===== src/rtl/gpsc_pkg.sv =====
package gpsc_pkg;

    // Word addresses of the bank; software depends on these.
    localparam int WA_OUT_SET = 'h00;
    localparam int WA_OUT_CLR = 'h04;
    localparam int WA_OE_SET  = 'h08;
    localparam int WA_OE_CLR  = 'h0C;
    localparam int WA_PIN_LVL = 'h10;

    typedef enum logic [2:0] {
        SEL_NONE    = 3'd0,
        SEL_OUT_SET = 3'd1,
        SEL_OUT_CLR = 3'd2,
        SEL_OE_SET  = 3'd3,
        SEL_OE_CLR  = 3'd4,
        SEL_PIN_LVL = 3'd5
    } reg_sel_e;

endpackage


===== src/rtl/gpsc_sync.sv =====
module gpsc_sync #(
    parameter int W      = 32,
    parameter int STAGES = 2
) (
    input  logic         clk,
    input  logic         rst_n,
    input  logic [W-1:0] d,
    output logic [W-1:0] q
);
    localparam int LAST = STAGES - 1;

    logic [STAGES-1:0][W-1:0] st_d, st_q;

    always_comb begin
        st_d[0] = d;
        for (int i = 1; i < STAGES; i++) begin
            st_d[i] = st_q[i-1];
        end
    end

    always_ff @(posedge clk) begin
        if (!rst_n) begin
            st_q <= '0;
        end else begin
            st_q <= st_d;
        end
    end

    assign q = st_q[LAST];

endmodule


===== src/rtl/gpsc_decode.sv =====
module gpsc_decode
    import gpsc_pkg::*;
#(
    parameter int ADDR_W = 5
) (
    input  logic              wr_en,
    input  logic              rd_en,
    input  logic [ADDR_W-1:0] addr,
    output reg_sel_e          wr_sel,
    output reg_sel_e          rd_sel
);
    reg_sel_e hit;

    always_comb begin
        hit = SEL_NONE;
        if (addr == ADDR_W'(WA_OUT_SET)) hit = SEL_OUT_SET;
        if (addr == ADDR_W'(WA_OUT_CLR)) hit = SEL_OUT_CLR;
        if (addr == ADDR_W'(WA_OE_SET))  hit = SEL_OE_SET;
        if (addr == ADDR_W'(WA_OE_CLR))  hit = SEL_OE_CLR;
        if (addr == ADDR_W'(WA_PIN_LVL)) hit = SEL_PIN_LVL;
    end

    always_comb begin
        wr_sel = SEL_NONE;
        // The level register is read-only: a write there is dropped.
        if (wr_en && hit != SEL_PIN_LVL) wr_sel = hit;
        rd_sel = rd_en ? hit : SEL_NONE;
    end

endmodule


===== src/rtl/gpsc_latch.sv =====
module gpsc_latch #(
    parameter int W = 32
) (
    input  logic         clk,
    input  logic         rst_n,
    input  logic         set_stb,
    input  logic         clr_stb,
    input  logic [W-1:0] mask,
    output logic [W-1:0] q
);
    logic [W-1:0] q_d, q_q;

    always_comb begin
        q_d = q_q;
        if (set_stb) q_d = q_q | mask;
        else if (clr_stb) q_d = q_q & ~mask;
    end

    always_ff @(posedge clk) begin
        if (!rst_n) begin
            q_q <= '0;
        end else begin
            q_q <= q_d;
        end
    end

    assign q = q_q;

endmodule


===== src/rtl/gpsc_bank.sv =====
module gpsc_bank
    import gpsc_pkg::*;
#(
    parameter int NUM_PINS    = 32,
    parameter int ADDR_W      = 5,
    parameter int SYNC_STAGES = 2
) (
    input  logic                clk,
    input  logic                rst_n,
    input  logic                wr_en,
    input  logic                rd_en,
    input  logic [ADDR_W-1:0]   addr,
    input  logic [NUM_PINS-1:0] wdata,
    output logic [NUM_PINS-1:0] rdata,
    input  logic [NUM_PINS-1:0] pin_in,
    output logic [NUM_PINS-1:0] pin_out,
    output logic [NUM_PINS-1:0] pin_oe
);
    typedef struct packed {
        logic [NUM_PINS-1:0] rdata;
    } bank_st_t;

    reg_sel_e            wr_sel, rd_sel;
    logic [NUM_PINS-1:0] lvl_sync;
    bank_st_t            st_d, st_q;

    gpsc_decode #(.ADDR_W(ADDR_W)) u_decode (
        .wr_en  (wr_en),
        .rd_en  (rd_en),
        .addr   (addr),
        .wr_sel (wr_sel),
        .rd_sel (rd_sel)
    );

    gpsc_latch #(.W(NUM_PINS)) u_out_latch (
        .clk     (clk),
        .rst_n   (rst_n),
        .set_stb (wr_sel == SEL_OUT_SET),
        .clr_stb (wr_sel == SEL_OUT_CLR),
        .mask    (wdata),
        .q       (pin_out)
    );

    gpsc_latch #(.W(NUM_PINS)) u_oe_latch (
        .clk     (clk),
        .rst_n   (rst_n),
        .set_stb (wr_sel == SEL_OE_SET),
        .clr_stb (wr_sel == SEL_OE_CLR),
        .mask    (wdata),
        .q       (pin_oe)
    );

    gpsc_sync #(.W(NUM_PINS), .STAGES(SYNC_STAGES)) u_sync (
        .clk   (clk),
        .rst_n (rst_n),
        .d     (pin_in),
        .q     (lvl_sync)
    );

    always_comb begin
        st_d = st_q;
        if (rd_en) begin
            unique case (rd_sel)
                SEL_OUT_SET, SEL_OUT_CLR: st_d.rdata = pin_out;
                SEL_OE_SET,  SEL_OE_CLR:  st_d.rdata = pin_oe;
                SEL_PIN_LVL:              st_d.rdata = lvl_sync;
                default:                  st_d.rdata = '0;
            endcase
        end
    end

    always_ff @(posedge clk) begin
        if (!rst_n) begin
            st_q <= '0;
        end else begin
            st_q <= st_d;
        end
    end

    assign rdata = st_q.rdata;

endmodule


===== config.mk =====
export PLATFORM = sky130hd
export DESIGN_NAME = gpsc_bank
export DESIGN_NICKNAME = d
export VERILOG_FILES = /design/src/rtl/gpsc_pkg.sv /design/src/rtl/gpsc_sync.sv /design/src/rtl/gpsc_decode.sv /design/src/rtl/gpsc_latch.sv /design/src/rtl/gpsc_bank.sv
export SDC_FILE = /design/constraint.sdc
export NUM_CORES = 1
export LEC_CHECK = 0
export BUFFER_PORTS_ARGS = -buffer_cell sky130_fd_sc_hd__buf_2
export CORE_UTILIZATION = 30
export DETAILED_ROUTE_END_ITERATION = 8
export GPL_TIMING_DRIVEN = 1
export PLACE_DENSITY = 0.6
export REMOVE_ABC_BUFFERS = 1
export SKIP_LAST_GASP = 1
export SLEW_MARGIN = 15
export SYNTH_ARGS = -nofsm -noshare
export SYNTH_HDL_FRONTEND = slang
export SYNTH_SLANG_ARGS = --single-unit

===== constraint.sdc =====
create_clock -name clk -period 1.55 [get_ports clk]
set_input_delay 0.0775 -clock clk [delete_from_list [all_inputs] [get_ports clk]]
set_output_delay 0.0775 -clock clk [all_outputs]
set_load 0.05 [all_outputs]

-- After elaboration in Yosys (flattened, before gate mapping)
Cells that the tools add are included.
- input bits: 73
- output and inout port bits: 96
- register bits: 160
- logic and storage cells: 42
- equal/unequal tests: 14
- mux-type cells: 12
- bitwise gates (word level): 5
- reduce and logical (&&, ||, !) cells: 6
- operators by type and width (cell ; count):
    32-bit two-way mux ; 4
    32-bit one-hot mux with 3 select lines ; 1
    32-bit AND ; 2
    32-bit bitwise OR ; 2
    32-bit NOT ; 1
    3-bit by 2-bit equality test with 1-bit output, second input constant ; 4
    3-bit two-way mux ; 4
    5-bit by 4-bit equality test with 1-bit output, second input constant ; 2
    3-bit equality test, second input constant ; 3
    3-bit by 1-bit equality test with 1-bit output, second input constant ; 2
    5-bit by 3-bit equality test with 1-bit output, second input constant ; 1
    5-bit equality test, second input constant ; 1
    5-bit zero test ; 1
    2-bit two-way mux ; 2
    2-bit nonzero test ; 2
    2-bit OR reduction ; 2
    3-bit != test, second input constant ; 1
    1-bit logical AND ; 1
    1-bit two-way mux ; 1

-- Depth between registers and ports, before layout
- depth in word-level cells: 12
- mapped depth: 6

-- Hierarchy
From an unflattened synthesis, not the netlist that was laid out.
- cells, all modules: 764
- area, all modules: 7507.2 µm²
- modules (own cells, without submodules) (module ; cells an instance ; sequential area each (µm²) ; times used ; area an instance (µm²)):
    gpsc_bank ; 335 ; 640.6 ; 1 ; 2931.6
    gpsc_latch ; 141 ; 640.6 ; 2 ; 1346.3
    gpsc_sync ; 134 ; 1281.2 ; 1 ; 1791.7
    gpsc_decode ; 13 ; 0.0 ; 1 ; 91.3

-- Least setup slack after synthesis
Ideal clock, no wire load.
- path type: input-to-reg
- from: input port addr[4]
- to: register (tool-made name)
- path slack: 0.236 ns
- cell stages on the path: 5
- setup time: 0.072 ns
- arrival time: 1.242 ns
- path through: or4b_1 -> buf_2 -> buf_6 -> nor3b_2 -> mux2i_1
- RTL lines (element ; RTL line ; RTL):
    start, declared ; gpsc_bank.sv:12 ; input logic [ADDR_W-1:0] addr,

==> key figures <==
Worst setup path
  • Worst reg2reg path depth: 3
  • Slowest cell on crit path: dlygate4sd3_1
  • Data required, critical path: 1.85 ns
  • Setup slack, reg-to-reg: 0.42 ns
  • CP Data Arrival Time: 1.72 ns
  • CP endpoint kind: flop
  • Max FO, Critical Path: 32
  • Crit path largest cell delay: 0.57 ns
  • Critical path launch point type: input pin
  • Crit path kind: input pin to flop
  • Worst-path cell chain: buf_2 -> buf_4 -> nor4b_4 -> buf_12 -> nand3_1 -> mux2i_1 -> dlygate4sd3_1

Die
  • Die W: 148.3 microns
  • IO Count: 169
  • Die area: 21980 sq um
  • Rows: 53
  • Starting Density: 0.3053
  • Core box area: 21020 sq um
  • Die Y: 148.3 microns

Clock tree
  • CTS tree: built
  • Post-CTS Setup Inserts: 0
  • CTS sink count: 160
  • Worst-path clk slew: 0.06 ns
  • Deepest clock path buffer count: 2
  • H-tree Lvls: 4
  • Total CTS buffers: 17
  • Root Buffer: clkbuf_16
  • Worst-Skew Late Latency: 0.41 ns

Synth
  • Netlist cell types: 18
  • Post-synthesis cell count: 639
  • Avg Inst Size Synth: 10.04 sq um
  • Area of the mapped netlist: 6419 sq um
  • Largest area contributor in the netlist: dfxtp_1
  • Warnings from Yosys: 0
  • Share of the synthesized area in the top cell type: 0.4990
  • Post-synthesis sequential area ratio: 0.4990
  • Largest cells by area after synthesis: dfxtp_1 50%, mux2i_1 15%, and2_1 6.2%
  • Register bit total from synthesis: 160

Timing
  • Final worst-path cycle share: 0.9185
  • Final setup violation count: 0
  • Slew Viols, Final: 0
  • RSZ-0062 raised after global routing: no
  • Worst slew margin: 0.3804
  • Tmin final: 1.424 ns
  • Least-Margin Pin Slew: 0.9253 ns
  • Peak Freq: 702.4 MHz
  • Worst Skew: 0.007807 ns
  • Final Hold Violating Endpoints: 0

Cells and area
  • Non-Filler Instances: 1152
  • Ant diodes: 0
  • Commonest non-fill, non-tap cell in the layout: buf_2
  • Design area: 8936 sq um
  • Area added between synthesis and finish: 39.22%
  • Commonest cells after routing, fill and taps aside: 166 x buf_2, 160 x dfxtp_1, 96 x mux2i_1
  • Share of cells above drive strength 1: 0.2930
  • Final Util: 0.4251
  • Nets@finish: 937

Placed design
  • Number of port buffers: 168
  • DP Cell Count: 1050
  • Gpl congestion: 0.7318
  • Dpl hpwl: 10620 microns
  • Post-place instance area: 7684 sq um

Detailed routing
  • DR vias/cell: 4.460
  • Routed len/inst: 14.62 microns
  • Post-DRT Antenna Nets: 0
  • Initial DRC Count: 126
  • Routed WL: 16840 microns
  • DRC: 0
  • Total number of vias: 5138
  • First-pass detailed-route iteration total: 4

Hold path
  • Hold path depth: 3
  • Hold Crit Start: addr[3]
  • Worst min-delay path class: input pin to flop

Global routing
  • Initial antenna violation count: 0
  • Global-route wire length before repair: 26040 microns
  • Vias in the first global route: 4868
  • Grt ovf: 0
  • Pin count of the biggest net entering global routing: 86
  • Gr usage total: 0.1538

Power
  • Leakage: 0.004003 uW
  • Design Power: 8911 uW
  • Peak VDD IR: 0.5728 mV
  • PwrDens: 997.2 nW/um^2

Flow run
  • Max Cap Viol: 0

Outcome
  • Status: finished, final reports clean
per-layer routing:
metal  vias up  part of all wire  global-route usage
met5         -                 0                   0
met4         0            0.0089             0.04588
met3         9             0.047             0.04387
met2       114              0.47              0.2512
met1      2409              0.48              0.1960
li1       2606                 -                   -
cells in the mapped netlist (all sizes together):
cell,instances
o21a,32
nand2b,1
buf,16
dfxtp,160
nand3,32
nor3b,34
o22ai,32
and2,64
inv,32
or4b,2
clkbuf,41
nand2,64
mux2i,96
nor4b,1
and3,32
power breakdown:
part | internal (uW) | total (uW) | switching (uW)
Combinational | 355 | 729 | 374
Clock | 2290 | 3960 | 1660
Sequential | 4200 | 4220 | 22.3
Total | 6850 | 8910 | 2060
timing repair:
item                                   in CTS  in global routing
endpoints found under the hold margin      68                  0
hold buffers                               70                  0
resized for setup                           0                  0
worst max-delay path by stage:
stage               cells after the start   end  slack, ns    start
floorplan                               3  flop      -0.52  addr[1]
global placement                        5  flop      -0.12  addr[4]
detailed placement                      5  flop      -0.12  addr[1]
CTS                                     7  flop       0.15  addr[4]
global route                            7  flop       0.09  addr[4]
finish                                  7  flop       0.13  addr[4]
through the flow:
stage	setup slack (ns)	setup TNS, ns	hold slack, ns
2_1_floorplan	-0.5184	-29.94	0.1951
3_3_place_gp	-0.1239	-3.517	0.2839
3_5_place_dp	-0.1229	-4.867	0.2871
4_1_cts	0.1480	0	0.1556
5_1_grt	0.09244	0	0.1586
6_report	0.1263	0	0.1670
critical path, delay by kind of cell:
family / cells / cell delay [ns]
multiplexers: 1 / 0.12
AND/OR/NAND/NOR: 2 / 0.44
buffers and inverters: 4 / 1.08
final cells by class:
| class | count | area (sq um) |
|---|---|---|
| clock buffer | 23 | 467.9 |
| clock inverter | 9 | 83.83 |
| fill | 2080 | 12090 |
| inverter | 32 | 120.1 |
| multi-input combinational | 390 | 2870 |
| sequential | 160 | 3203 |
| tap | 275 | 344.1 |
| timing repair buffer | 263 | 1847 |
kinds of logic (layout without fill, tap and decap cells):
group,after synthesis,count (layout),share of synthesized area
AND/OR/NAND/NOR,230,230,0.2255
flip-flops,160,160,0.4990
multiplexers,96,96,0.1497
buffers and inverters,89,327,0.05712
AO/OA/AOI/OAI,64,64,0.06862
Note: power is estimated with default switching activity, not from simulation.
